File: config.mk
export PLATFORM = sky130hd
export DESIGN_NAME = fe_branch_redirect
export DESIGN_NICKNAME = d
export VERILOG_FILES = /design/src/rtl/fe_pkg.sv /design/src/rtl/fe_pipe_reg.sv /design/src/rtl/fe_pc_gen.sv /design/src/rtl/fe_br_resolve.sv /design/src/rtl/fe_branch_redirect.sv
export SDC_FILE = /design/constraint.sdc
export NUM_CORES = 1
export LEC_CHECK = 0
export ABC_AREA = 1
export ABC_CLOCK_PERIOD_IN_PS = 3700
export BUFFER_PORTS_ARGS = -buffer_cell sky130_fd_sc_hd__buf_2
export CORE_MARGIN = 5
export CORE_UTILIZATION = 44
export DETAILED_ROUTE_END_ITERATION = 10
export MAX_ROUTING_LAYER = met4
export PLACE_DENSITY = 0.64
export SKIP_CTS_REPAIR_TIMING = 1
export SLEW_MARGIN = 20
export SYNTH_ARGS = -nofsm -noshare
export SYNTH_HDL_FRONTEND = slang
export SYNTH_SLANG_ARGS = --single-unit
export TNS_END_PERCENT = 5
File: constraint.sdc
create_clock -name clk_i -period 3.7 [get_ports clk_i]
set_input_delay 0.74 -clock clk_i [delete_from_list [all_inputs] [get_ports clk_i]]
set_output_delay 0.74 -clock clk_i [all_outputs]
set_load 0.005 [all_outputs]
File: src/rtl/fe_pkg.sv
package fe_pkg;
  localparam int XLEN        = 32;
  localparam int REG_AW      = 5;
  localparam int OPC_W       = 6;
  localparam int IMM_W       = 16;
  localparam int INSTR_BYTES = 4;
  localparam int OPC_LSB     = XLEN - OPC_W;
  localparam int RS_LSB      = OPC_LSB - REG_AW;
  localparam int RT_LSB      = RS_LSB - REG_AW;
  localparam int IMM_SHIFT   = $clog2(INSTR_BYTES);

  typedef logic [XLEN-1:0] word_t;

  typedef struct packed {
    logic  valid;
    word_t pc;
    word_t pc4;
    logic  ptaken;
    word_t ptarget;
  } itic_t;

  typedef struct packed {
    logic  valid;
    word_t pc4;
    logic  ptaken;
    word_t ptarget;
    word_t instr;
  } icdec_t;
endpackage

File: src/rtl/fe_pipe_reg.sv
module fe_pipe_reg #(
  parameter type T = logic
) (
  input  logic clk_i,
  input  logic rst_ni,
  input  logic clr_i,
  input  logic en_i,
  input  T     d_i,
  output T     q_o
);
  always_ff @(posedge clk_i or negedge rst_ni) begin
    if (!rst_ni)     q_o <= '0;
    else if (clr_i)  q_o <= '0;  // clear wins over enable
    else if (en_i)   q_o <= d_i;
  end
endmodule

File: src/rtl/fe_pc_gen.sv
module fe_pc_gen
  import fe_pkg::*;
#(
  parameter word_t RESET_PC = 32'h0000_0100
) (
  input  logic  clk_i,
  input  logic  rst_ni,
  input  logic  stall_i,
  input  logic  redirect_i,
  input  word_t redirect_pc_i,
  input  logic  pred_taken_i,
  input  word_t pred_target_i,
  output word_t pc_o,
  output word_t pc4_o
);
  localparam word_t STEP = word_t'(INSTR_BYTES);

  assign pc4_o = pc_o + STEP;

  always_ff @(posedge clk_i or negedge rst_ni) begin
    if (!rst_ni)         pc_o <= RESET_PC;
    else if (redirect_i) pc_o <= redirect_pc_i;
    else if (!stall_i)   pc_o <= pred_taken_i ? pred_target_i : pc4_o;
  end

  p_pc_hold_r9: assert property (@(posedge clk_i) disable iff (!rst_ni)
    (stall_i && !redirect_i) |=> $stable(pc_o));
endmodule

File: src/rtl/fe_br_resolve.sv
module fe_br_resolve
  import fe_pkg::*;
#(
  parameter logic [OPC_W-1:0] BEQ_OPC = 6'b000100
) (
  input  logic              clk_i,
  input  logic              rst_ni,
  input  icdec_t            dec_i,
  input  word_t             rs_data_i,
  input  word_t             rt_data_i,
  output logic [REG_AW-1:0] rs_addr_o,
  output logic [REG_AW-1:0] rt_addr_o,
  output logic              branch_o,
  output logic              ptaken_o,
  output logic              regs_eq_o,
  output logic              tgt_ok_o,
  output logic              mispredict_o,
  output word_t             redirect_pc_o
);
  localparam int EXT_W = XLEN - IMM_W - IMM_SHIFT;

  logic [OPC_W-1:0] opc;
  logic [IMM_W-1:0] imm;
  word_t            offset;
  word_t            target;
  logic             mis_taken, mis_untaken;

  assign opc       = dec_i.instr[XLEN-1:OPC_LSB];
  assign rs_addr_o = dec_i.instr[RS_LSB +: REG_AW];
  assign rt_addr_o = dec_i.instr[RT_LSB +: REG_AW];
  assign imm       = dec_i.instr[IMM_W-1:0];
  assign offset    = {{EXT_W{imm[IMM_W-1]}}, imm, {IMM_SHIFT{1'b0}}};
  assign target    = dec_i.pc4 + offset;

  assign branch_o  = dec_i.valid && (opc == BEQ_OPC);
  assign ptaken_o  = dec_i.ptaken;
  assign regs_eq_o = (rs_data_i == rt_data_i);
  assign tgt_ok_o  = (target == dec_i.ptarget);

  always_comb begin
    mis_taken    = branch_o &&  ptaken_o && (!tgt_ok_o || !regs_eq_o);
    mis_untaken  = branch_o && !ptaken_o && regs_eq_o;
    mispredict_o = mis_taken || mis_untaken;
    // actual outcome picks the restart point
    redirect_pc_o = regs_eq_o ? target : dec_i.pc4;
  end

  p_mis_is_branch_r3: assert property (@(posedge clk_i) disable iff (!rst_ni)
    mispredict_o |-> branch_o);
  p_branch_live_r3: assert property (@(posedge clk_i) disable iff (!rst_ni)
    branch_o |-> dec_i.valid);
  p_good_pred_quiet_r8: assert property (@(posedge clk_i) disable iff (!rst_ni)
    (branch_o && ptaken_o && regs_eq_o && tgt_ok_o) |-> !mispredict_o);
  p_untaken_restart_r6: assert property (@(posedge clk_i) disable iff (!rst_ni)
    (mispredict_o && !ptaken_o) |-> (redirect_pc_o == target));
endmodule

File: src/rtl/fe_branch_redirect.sv
module fe_branch_redirect
  import fe_pkg::*;
#(
  parameter logic [XLEN-1:0]  RESET_PC = 32'h0000_0100,
  parameter logic [OPC_W-1:0] BEQ_OPC  = 6'b000100
) (
  input  logic              clk_i,
  input  logic              rst_ni,
  input  logic              stall_i,
  input  logic              pred_taken_i,
  input  logic [XLEN-1:0]   pred_target_i,
  output logic [XLEN-1:0]   pc_o,
  output logic [XLEN-1:0]   ic_pc_o,
  input  logic [XLEN-1:0]   ic_instr_i,
  output logic [REG_AW-1:0] rs_addr_o,
  output logic [REG_AW-1:0] rt_addr_o,
  input  logic [XLEN-1:0]   rs_data_i,
  input  logic [XLEN-1:0]   rt_data_i,
  output logic              dec_valid_o,
  output logic [XLEN-1:0]   dec_pc4_o,
  output logic              fb_branch_o,
  output logic              fb_ptaken_o,
  output logic              fb_regs_eq_o,
  output logic              fb_tgt_ok_o,
  output logic              mispredict_o
);
  word_t  it_pc4;
  word_t  redirect_pc;
  itic_t  itic_d, itic_q;
  icdec_t icdec_d, icdec_q;
  logic   flush, adv;

  assign flush = mispredict_o;
  assign adv   = !stall_i;

  fe_pc_gen #(.RESET_PC(RESET_PC)) u_pc_gen (
    .clk_i         (clk_i),
    .rst_ni        (rst_ni),
    .stall_i       (stall_i),
    .redirect_i    (flush),
    .redirect_pc_i (redirect_pc),
    .pred_taken_i  (pred_taken_i),
    .pred_target_i (pred_target_i),
    .pc_o          (pc_o),
    .pc4_o         (it_pc4)
  );

  always_comb begin
    itic_d.valid   = 1'b1;
    itic_d.pc      = pc_o;
    itic_d.pc4     = it_pc4;
    itic_d.ptaken  = pred_taken_i;
    itic_d.ptarget = pred_target_i;
  end

  fe_pipe_reg #(.T(itic_t)) u_itic (
    .clk_i (clk_i), .rst_ni (rst_ni), .clr_i (flush), .en_i (adv),
    .d_i (itic_d), .q_o (itic_q)
  );

  assign ic_pc_o = itic_q.pc;

  always_comb begin
    icdec_d.valid   = itic_q.valid;
    icdec_d.pc4     = itic_q.pc4;
    icdec_d.ptaken  = itic_q.ptaken;
    icdec_d.ptarget = itic_q.ptarget;
    icdec_d.instr   = ic_instr_i;
  end

  fe_pipe_reg #(.T(icdec_t)) u_icdec (
    .clk_i (clk_i), .rst_ni (rst_ni), .clr_i (flush), .en_i (adv),
    .d_i (icdec_d), .q_o (icdec_q)
  );

  assign dec_valid_o = icdec_q.valid;
  assign dec_pc4_o   = icdec_q.pc4;

  fe_br_resolve #(.BEQ_OPC(BEQ_OPC)) u_resolve (
    .clk_i         (clk_i),
    .rst_ni        (rst_ni),
    .dec_i         (icdec_q),
    .rs_data_i     (rs_data_i),
    .rt_data_i     (rt_data_i),
    .rs_addr_o     (rs_addr_o),
    .rt_addr_o     (rt_addr_o),
    .branch_o      (fb_branch_o),
    .ptaken_o      (fb_ptaken_o),
    .regs_eq_o     (fb_regs_eq_o),
    .tgt_ok_o      (fb_tgt_ok_o),
    .mispredict_o  (mispredict_o),
    .redirect_pc_o (redirect_pc)
  );

  p_flush_two_slots_r7: assert property (@(posedge clk_i) disable iff (!rst_ni)
    mispredict_o |=> !dec_valid_o ##1 !dec_valid_o);
  p_redirect_pc_r5: assert property (@(posedge clk_i) disable iff (!rst_ni)
    mispredict_o |=> (pc_o == $past(redirect_pc)));
  p_dec_hold_r9: assert property (@(posedge clk_i) disable iff (!rst_ni)
    (stall_i && !mispredict_o) |=> ($stable(dec_pc4_o) && $stable(dec_valid_o)));
  p_clear_beats_stall_r10: assert property (@(posedge clk_i) disable iff (!rst_ni)
    (stall_i && mispredict_o) |=> !dec_valid_o);
endmodule

==> results of run 1 <==
[flip-flops by register name (all words and copies together) (netlist names)]
| name | flops |
|---|---|
| u_icdec.q_o | 98 |
| u_itic.q_o | 96 |
| u_pc_gen.pc_o | 32 |
[cell usage after synthesis (12+ instances only)]
cell | count | area [sq um]
buf_1 | 17 | 63.81
a21oi_1 | 25 | 125.1
buf_4 | 97 | 728.2
buf_6 | 13 | 146.4
nand2_1 | 492 | 1847
dfrtp_1 | 225 | 5630
xnor2_1 | 31 | 271.5
clkbuf_1 | 42 | 157.7
o21ai_0 | 70 | 350.3
o21ai_1 | 70 | 350.3
ha_1 | 30 | 375.4
xor2_1 | 27 | 236.5
nand3_1 | 553 | 2768
nor2_1 | 91 | 341.6
inv_1 | 196 | 735.7
nand4_1 | 14 | 87.58
nor3_1 | 12 | 60.06
[power by group through the flow]
stage / Sequential, W / Clock (W) / Combinational, W
final: 0.00308 / 0.00284 / 0.00272
after global routing: 0.00312 / 0.00298 / 0.00303
after CTS: 0.00306 / 0.00288 / 0.00242
after detailed placement: 0.00310 / 0 / 0.00239
after global placement: 0.00309 / 0 / 0.00238
after floorplan: 0.00301 / 0 / 0.00158
[routing by layer]
layer	GRT usage [%]	wire (um)	up-vias
li1	-	-	7125
met1	42.42	24470	7008
met2	37.08	21270	559
met3	3.564	3961	66
met4	5.540	962	0
met5	-	0	-
[stage by stage]
| stage | total power (W) | setup slack (ps) | area (sq um) |
|---|---|---|---|
| CTS | 0.008353 | -1024 | 17210 |
| finish | 0.008640 | -368.5 | 18120 |
| detailed placement | 0.005490 | -431.7 | 16260 |
| global placement | 0.005465 | -414.9 | 16260 |
| global route | 0.009127 | -518.1 | 18120 |
| floorplan | 0.004595 | 580.3 | 14700 |
[worst max-delay path, delay by kind of cell (launching register included)]
kind	cells	cell delay (ps)
flops	1	450
simple gates	14	1630
fa+ha+maj	1	310
buf+inv	3	400
[worst min-delay path by stage]
stage,startpoint,end,slack [ps]
global placement,u_icdec.q_o[20],u_icdec.q_o[20],480
CTS,rst_ni,u_itic.q_o[71],260
floorplan,rst_ni,u_icdec.q_o[0],440
global route,rst_ni,u_itic.q_o[34],310
detailed placement,u_icdec.q_o[20],u_icdec.q_o[20],480
finish,rst_ni,u_itic.q_o[34],240
[cell families (layout without fill, tap and decap cells)]
logic type / count (synthesis) / in the layout / synth area share, %
compound gates: 169 / 169 / 5.812
xor+xnor: 60 / 60 / 3.761
fa+ha+maj: 31 / 31 / 2.689
buf+inv: 384 / 604 / 13.02
flops: 226 / 226 / 38.47
other cells: 0 / 3 / 0
simple gates: 1194 / 1197 / 36.24
[area by class of cell]
class                      count  area, sq um  share of cell area, %
tap                          448        560.5                  3.094
sequential                   226         5663                  31.26
multi-input combinational   1457         7899                  43.60
clock buffer                  36        779.5                  4.302
timing repair buffer         350         2261                  12.48
clock inverter                12        166.4                 0.9185
antenna                        3        7.507                0.04144
inverter                     206        780.7                  4.309
==> reports/qor.txt, run 1 <==
Status: finished, violations left
Failing checks: negative setup slack
FP Rows: 67
Dpl hpwl: 37280 um
Number of fill cells: 3229
Drt first pass iters: 5
Most frequent cells in the layout: nand3_1, nand2_1, buf_2, dfrtp_1, inv_1
Cells after synthesis: 2064
Final hold violation count: 0
CP max FO: 6
Clock Sinks: 226
DIE AREA: 37170 sq um
Grt ovf: 0
GPL Wtd Cong: 0.9727
Slowest CP cell: dfrtp_2
RSZ-0062 raised after global routing: yes
Critical path startpoint: u_icdec.q_o[70]
Worst-Skew Late Latency: 540 ps
Core box area: 33280 sq um
H-tree depth: 1
CTS tree: built
CP max stage delay: 450 ps
I/O Buffers: 243
Critical path endpoint category: primary output
Num CTS Buffers: 27
Setup ws final: -368.5 ps
PwrDens: 476.9 nW/um^2
Clk network pwr share: 32.8%
Asr flop ratio synth: 100.0%
Comb power frac: 31.5%
Chip height: 192.8 um
DP Cell Count: 2672
Hold Crit Class: primary input to asynchronous set/reset pin
Ports: 244
Critical Path RT: 2960 ps
Yosys reg bits: 226
Avg Synthesized Cell Area: 7.123 sq um
Final setup fails: 2
Commonest non-fill, non-tap cell in the layout: nand3_1
Net count, final: 2431
Syn_nets: 2227
Clk buf depth: 3
WP data arrival: 3330 ps
Hold WS: 242.6 ps
Max-cap violations: 0
Wire per inst: 18.50 um
Reg-to-reg startpoint: u_icdec.q_o[0]
Worst Skew: 13.25 ps
RR Endpoint: u_icdec.q_o[47]
Sequential fraction of the synthesis area: 38.47%
Worst Reg2Reg Path Length in Cells: 22
Final Util: 54.44%
Final min period: 4069 ps
Initial drt markers: 1438
Vias in the first global route: 13670
Startpoint types: register
Fmax: 245.8 MHz
Largest net degree at the start of global routing: 122
Max_slew headroom: 49.87%
End of the critical path: fb_tgt_ok_o
Switching pwr: 0.003027 W
Register share of total power: 35.7%
Flop-to-flop setup slack: 250 ps
Critical-path cell list: ha_4, nand2_1, nor2_1, nand2_1, nand3_1, nand2_1, buf_4, nand3_1, nand2_1, nand2_1, nand2_1, nor2_1, nand2_1, nor2_2, nand2_2, nor4_4, buf_4, buf_6
Pint: 0.005614 W
Unique cell type count in the Yosys netlist: 37
Die Wd: 192.8 um
CTS Root Cell: clkbuf_16
Final period util: 110.0%
Critical path class: register to primary output
Slew Viols, Final: 0
GRT Total Usage: 27.04%
Post-synth EDFFs: 0
Initial Util: 44.18%
Sw Share: 35.03%
Vias: 14760
First-pass GRT wire length: 77500 um
Clock transition at path regs: 60 ps
Routed Antenna Nets: 0
Worst-margin pin slew: 747.6 ps
DR vias/cell: 5.390
Synth Warn #: 0
Area Growth Syn to Fin: 23.22%
Post-route setup TNS: -715.3 ps
Non-filler cells, final: 2738
VDD IR max: 0.3395 mV
Antenna violations before repair: 3
Layout cell share with drive strength beyond 1: 24.18%
P_leak: 9.442 nW
Routed WL: 50660 um
Main synth FF type: dfrtp_1
Post-synthesis instance area: 14700 sq um
DRC: 0
Worst path most repeated cell: nand2_1
Note: power is estimated with default switching activity, not from simulation.
==> run 2, diff against run 1 <==
Settings changed: CAP_MARGIN set to 15, MAX_ROUTING_LAYER met4 to unset.
==> reports/qor.txt, run 2 (synthesis results as in run 1) <==
DRC: 0 (unchanged)
Die Wd: 192.8 um (unchanged)
Busiest grt layer: met1
Met3 global-route usage: 4.975% (+1.4 points)
Layout cell share with drive strength beyond 1: 20.85% (-3.3 points)
Slowest CP cell: dfrtp_1
Net count, final: 2425 (-0.25%)
Clock transition at path regs: 60 ps (about the same)
Num CTS Buffers: 26 (-3.7%)
Regs by FF count: u_icdec.q_o (98), u_itic.q_o (96), u_pc_gen.pc_o (32)
Dpl hpwl: 37110 um (-0.44%)
GRT Total Usage: 26.12% (-0.92 points)
GPL Wtd Cong: 0.9250 (-4.9%)
Critical path endpoint category: primary output
Worst-Skew Late Latency: 540 ps (about the same)
Most frequent cells in the layout: nand3_1, nand2_1, buf_2, dfrtp_1, inv_1
Startpoint types: register
P_leak: 9.276 nW (-1.8%)
Largest net degree at the start of global routing: 126 (+3.3%)
VDD IR max: 0.3175 mV (-6.5%)
Top reg by flops: u_icdec.q_o
Final setup fails: 2 (unchanged)
Antenna violations before repair: 1 (-2)
CTS tree: built
Routed Antenna Nets: 0 (unchanged)
Hold Crit Class: primary input to asynchronous set/reset pin
Core box area: 33280 sq um (unchanged)
Fmax: 242.6 MHz (-1.3%)
First-pass GRT wire length: 76910 um (-0.76%)
Clock Sinks: 226 (unchanged)
RSZ-0062 raised after global routing: yes
Critical path class: register to primary output
Status: finished, violations left
Wire per inst: 18.39 um (-0.62%)
Routed WL: 50140 um (-1.0%)
Worst Skew: 25.68 ps (+12.43 ps)
Critical Path RT: 2960 ps (about the same)
H-tree depth: 1 (unchanged)
Final hold violation count: 0 (unchanged)
Initial Util: 44.18% (unchanged)
FP Rows: 67 (unchanged)
GRT met2 Usage: 36.38% (-0.70 points)
WP data arrival: 3380 ps (+50 ps)
Commonest non-fill, non-tap cell in the layout: nand3_1
Vias: 14580 (-1.2%)
Max reg flops: 98 (unchanged)
I/O Buffers: 243 (unchanged)
Setup ws final: -421.9 ps (-53.37 ps)
Post-route setup TNS: -801.0 ps (-85.74 ps)
Ports: 244 (unchanged)
Max-cap violations: 0 (unchanged)
Total power draw: 0.008251 W (-4.5%)
Final period util: 111.4% (+1.4 points)
M1 GR Usage: 41.94% (-0.49 points)
DIE AREA: 37170 sq um (unchanged)
Initial drt markers: 1429 (-0.63%)
Critical-path cell list: ha_2, inv_1, fa_2, inv_1, nand2_1, nand2_2, nand3_4, nand2_4, nand2_2, nand2_2, nand2_1, buf_4, nand3_1, nand3_1, nand2_1, nor2_1, nand2_1, nor2_1, nand3_1, nand2_2, inv_1, buf_2
PwrDens: 469.8 nW/um^2 (-1.5%)
Vias in the first global route: 13630 (-0.28%)
Area Growth Syn to Fin: 19.46%
Failing checks: negative setup slack
DR vias/cell: 5.346 (-0.81%)
Chip height: 192.8 um (unchanged)
CP max stage delay: 360 ps (-90 ps)
CP max FO: 4 (-2)
Slew Viols, Final: 0 (unchanged)
Clk buf depth: 3 (unchanged)
CTS Root Cell: clkbuf_16
Max_slew headroom: 37.75% (-12 points)
Final min period: 4122 ps (+53.37 ps)
Drt first pass iters: 6 (+1)
Worst-margin pin slew: 933.7 ps (+186.2 ps)
Number of fill cells: 3295 (+2.0%)
Grt ovf: 0 (unchanged)
[run 2: cell count changes in the layout (fill, tap and decap cells not counted), sizes merged]
cell,change
buf,-3
clkinv,-3
nand2,-3
bufinv,-2
diode,-2
clkbuf,+1
inv,+1
[run 2: stage by stage]
| step | cells | hold WS [ps] | util [%] | area, sq um | worst slack [ps] |
|---|---|---|---|---|---|
| 2_1_floorplan | 2064 | 444.4 | - | 14700 | 580.3 |
| 6_report | 2727 | 236.1 | 52.78 | 17560 | -421.9 |
| 3_3_place_gp | 2672 | 481.8 | 48.90 | 16270 | -119.7 |
| 3_5_place_dp | 2672 | 483.9 | 48.90 | 16270 | -149.4 |
| 4_1_cts | 2716 | 306.9 | 51.45 | 17120 | -712.2 |
| 5_1_grt | 2726 | 323.0 | 52.77 | 17560 | -622.6 |
[run 2: worst max-delay path: cells and delay by family, from the launching register on]
kind	cells	cell delay (ps)
adder cells (fa/ha/maj)	2	530
buffers and inverters	5	500
flip-flops	1	360
AND/OR/NAND/NOR	15	1460
[run 2: final timing paths]
| check | cells past startpoint | from | to | slack [ps] |
|---|---|---|---|---|
| hold reg to reg | 2 | u_icdec.q_o[18] | u_icdec.q_o[18] | 490 |
| hold / removal | 1 | rst_ni | u_itic.q_o[71] | 240 |
| max in group asynchronous | 2 | rst_ni | u_icdec.q_o[63] | 2610 |
| setup / recovery | 22 | u_icdec.q_o[0] | mispredict_o | -420 |
| min in group clk_i | 3 | ic_instr_i[2] | u_icdec.q_o[2] | 440 |
| setup reg to reg | 21 | u_icdec.q_o[15] | u_itic.q_o[29] | 180 |
[run 2: report_power, final]
part           switching, W  leakage, nW  total [W]  internal (W)
logic               0.00155         6.03    0.00257       0.00102
registers          0.000292         2.83    0.00307       0.00278
clock network       0.00106        0.417    0.00261       0.00155
[run 2: cell type report]
cell class | count | area [sq um] | share of cell area [%]
Timing Repair Buffer | 348 | 2237 | 12.74
Inverter | 206 | 778.2 | 4.431
Clock inverter | 8 | 100.1 | 0.5699
Clock buffer | 36 | 749.5 | 4.267
Multi-Input combinational cell | 1454 | 7478 | 42.58
Tap cell | 448 | 560.5 | 3.191
Sequential cell | 226 | 5658 | 32.21
Antenna cell | 1 | 2.502 | 0.01425
[run 2: layer usage]
metal / up-vias / part of all wire (%) / routed length [um]
met5: - / 0.014 / 7
met2: 563 / 41 / 20720
met1: 6856 / 48 / 24240
met4: 2 / 1.7 / 870
met3: 63 / 8.6 / 4306
li1: 7095 / - / -
==> run 3, diff against run 2 <==
Settings changed: PLACE_DENSITY 0.64 to 0.62, SYNTH_HIERARCHICAL set to 1.
==> reports/qor.txt, run 3 <==
Wire per inst: 16.80 um (-8.6%)
FP Rows: 66 (-1.5%)
Status: finished, violations left
Max-cap violations: 0 (unchanged)
Pint: 0.005391 W (+0.83%)
Clock transition at path regs: 60 ps (about the same)
VDD IR max: 0.3189 mV (+0.43%)
DRC: 0 (unchanged)
Worst-Skew Late Latency: 540 ps (about the same)
Post-synth EDFFs: 0 (unchanged)
Syn_nets: 2281 (+2.4%)
DIE AREA: 36590 sq um (-1.6%)
Die Wd: 191.3 um (-0.79%)
Failing checks: negative setup slack
H-tree depth: 1 (unchanged)
Synth area leaders: dfrtp_1, nand2_1, nand3_1
Area Growth Syn to Fin: 22.64%
Post-placement setup slack: -30.70 ps (+118.7 ps)
Switching pwr: 0.002996 W (+3.1%)
GRT Total Usage: 25.11% (-1.0 points)
Clock Sinks: 228 (+0.88%)
Slew Viols, Final: 0 (unchanged)
Most frequent cells in the layout: nand2_1, nand3_1, buf_2, dfrtp_1, inv_1
Synth Warn #: 6 (+6)
Setup ws final: -331.3 ps (+90.60 ps)
Drt first pass iters: 5 (-1)
Antenna violations before repair: 1 (unchanged)
Initial drt markers: 1329 (-7.0%)
Critical path endpoint category: primary output
Synth area leader: dfrtp_1
Chip height: 191.3 um (-0.79%)
DR vias/cell: 5.194 (-2.8%)
Cells after synthesis: 2118 (+2.6%)
Comb power frac: 31.6% (+0.5 points)
Post-synthesis instance area: 14460 sq um (-1.7%)
Commonest non-fill, non-tap cell in the layout: nand2_1
Sequential fraction of the synthesis area: 39.47% (+1.0 points)
Clk network pwr share: 31.0% (-0.6 points)
Net count, final: 2524 (+4.1%)
Final hold violation count: 0 (unchanged)
Sw Share: 35.72% (+0.52 points)
RSZ-0062 raised after global routing: yes
Ports: 244 (unchanged)
Regs by FF count: u_icdec/q_o (98), u_itic/q_o (98), u_pc_gen/pc_o (32)
Non-filler cells, final: 2823 (+3.5%)
Hold Crit Class: primary input to asynchronous set/reset pin
WP data arrival: 3290 ps (-90 ps)
Main synth FF type: dfrtp_1
Vias in the first global route: 13560 (-0.56%)
Asr flop ratio synth: 100.0% (unchanged)
Layout cell share with drive strength beyond 1: 20.50% (-0.36 points)
Core box area: 32450 sq um (-2.5%)
Commonest cells post-synth: nand2_1, nand3_1, dfrtp_1
Worst Skew: 13.39 ps (-12.29 ps)
Critical path class: register to primary output
Grt ovf: 0 (unchanged)
Clk buf depth: 3 (unchanged)
Yosys reg bits: 228 (+0.88%)
Post-synth top area share: 39.29% (+0.99 points)
Final period util: 109.0% (-2.4 points)
PwrDens: 473.0 nW/um^2 (+0.68%)
Register share of total power: 37.3% (about the same)
CTS Root Cell: clkbuf_16
First-pass GRT wire length: 73840 um (-4.0%)
Critical Path RT: 2960 ps (about the same)
Startpoint types: register
GPL Wtd Cong: 0.9981 (+7.9%)
P_leak: 9.633 nW (+3.9%)
Final setup fails: 2 (unchanged)
Flop-to-flop setup slack: 170 ps (about the same)
Antenna cells: 0 (-1)
Dpl hpwl: 35870 um (-3.3%)
Routed Antenna Nets: 0 (unchanged)
Largest net degree at the start of global routing: 107 (-15%)
Vias: 14660 (+0.58%)
Avg Synthesized Cell Area: 6.827 sq um (-4.2%)
CP max FO: 6 (+2)
Unique cell type count in the Yosys netlist: 46 (+24%)
Initial Util: 44.55% (+0.37 points)
Most frequent cell after synthesis: nand2_1
I/O Buffers: 243 (unchanged)
Num CTS Buffers: 26 (unchanged)
CTS tree: built
Final min period: 4031 ps (-90.60 ps)
DP Cell Count: 2772 (+3.7%)
Routed WL: 47440 um (-5.4%)
Max_slew headroom: 44.23% (+6.5 points)
Fmax: 248.1 MHz (+2.2%)
Worst-margin pin slew: 836.6 ps (-97.13 ps)
==> run 3: kinds of logic after synthesis <==
family,after synthesis,share of synthesized area [%]
AND/OR/NAND/NOR,1411,41.79
buffers and inverters,285,8.437
flip-flops,228,39.47
AO/OA/AOI/OAI,126,5.002
XOR/XNOR,36,2.544
adder cells (fa/ha/maj),31,2.735
other,1,0.02594
==> run 3: critical path, cell delays in order, from the launching register on <==
cell and delay, ps:
dfrtp_1 360, ha_2 180, inv_1 50, fa_2 560, inv_1 50, nand2_1 50, nand2_1 40, nor2_1 80
nand2_1 60, nor2_1 90, nand3_1 90, nor2_2 140, nand2_1 60, nor2_1 120, nand2_1 80, nor2_2 130
nand3_1 90, nor2_1 80, nand3_1 90, nand2_1 90, inv_2 90, buf_2 160
==> run 3: per-stage QoR <==
step / setup TNS [ps] / hold WS [ps] / instance area, sq um / utilization [%] / power (W)
final: -519.4 / 236.8 / 17730 / 54.64 / 0.008387
after global routing: -956.3 / 282.9 / 17730 / 54.64 / 0.008912
after CTS: -1501 / 274.5 / 17360 / 53.48 / 0.008290
after detailed placement: -62.13 / 452.6 / 16500 / 50.83 / 0.005655
after global placement: -1.081 / 448.5 / 16500 / 50.83 / 0.005627
after floorplan: 0 / 433.2 / 14460 / - / 0.004660
==> run 3: power by group through the flow <==
stage                     clock network [W]  registers, W  logic (W)
after detailed placement                  0       0.00316    0.00250
after floorplan                           0       0.00309    0.00157
final                               0.00260       0.00313    0.00265
after global routing                0.00278       0.00318    0.00296
after CTS                           0.00266       0.00312    0.00251
after global placement                    0       0.00315    0.00248
==> run 3: layout make-up <==
class                           instances  area, sq um
Fill cell                            3230        14720
Multi-Input combinational cell       1605         7863
Sequential cell                       228         5707
Timing Repair Buffer                  317         2053
Clock buffer                           39        760.7
Inverter                              183        696.9
Tap cell                              442        553.0
Clock inverter                          9        98.84
==> run 3: path summary, 6_finish.rpt <==
| path | end | start | depth (start not counted) |
|---|---|---|---|
| min reg2reg | u_itic/q_o[66] | u_itic/q_o[66] | 2 |
| min in group clk_i | u_icdec/q_o[0] | ic_instr_i[0] | 3 |
| min | u_itic/q_o[66] | rst_ni | 1 |
| max in group asynchronous | u_itic/q_o[95] | rst_ni | 2 |
| max reg2reg | u_pc_gen/pc_o[1] | u_icdec/q_o[12] | 26 |
| max | mispredict_o | u_icdec/q_o[0] | 21 |
==> run 3: layer usage <==
metal	share of wire, %	vias to the layer above	global-route usage [%]	routed length (um)
met1	49	6873	39.87	23130
met5	0.015	-	0	7
li1	-	7214	-	-
met2	42	503	36.83	20150
met4	1.8	2	4.475	857
met3	6.9	72	3.287	3294
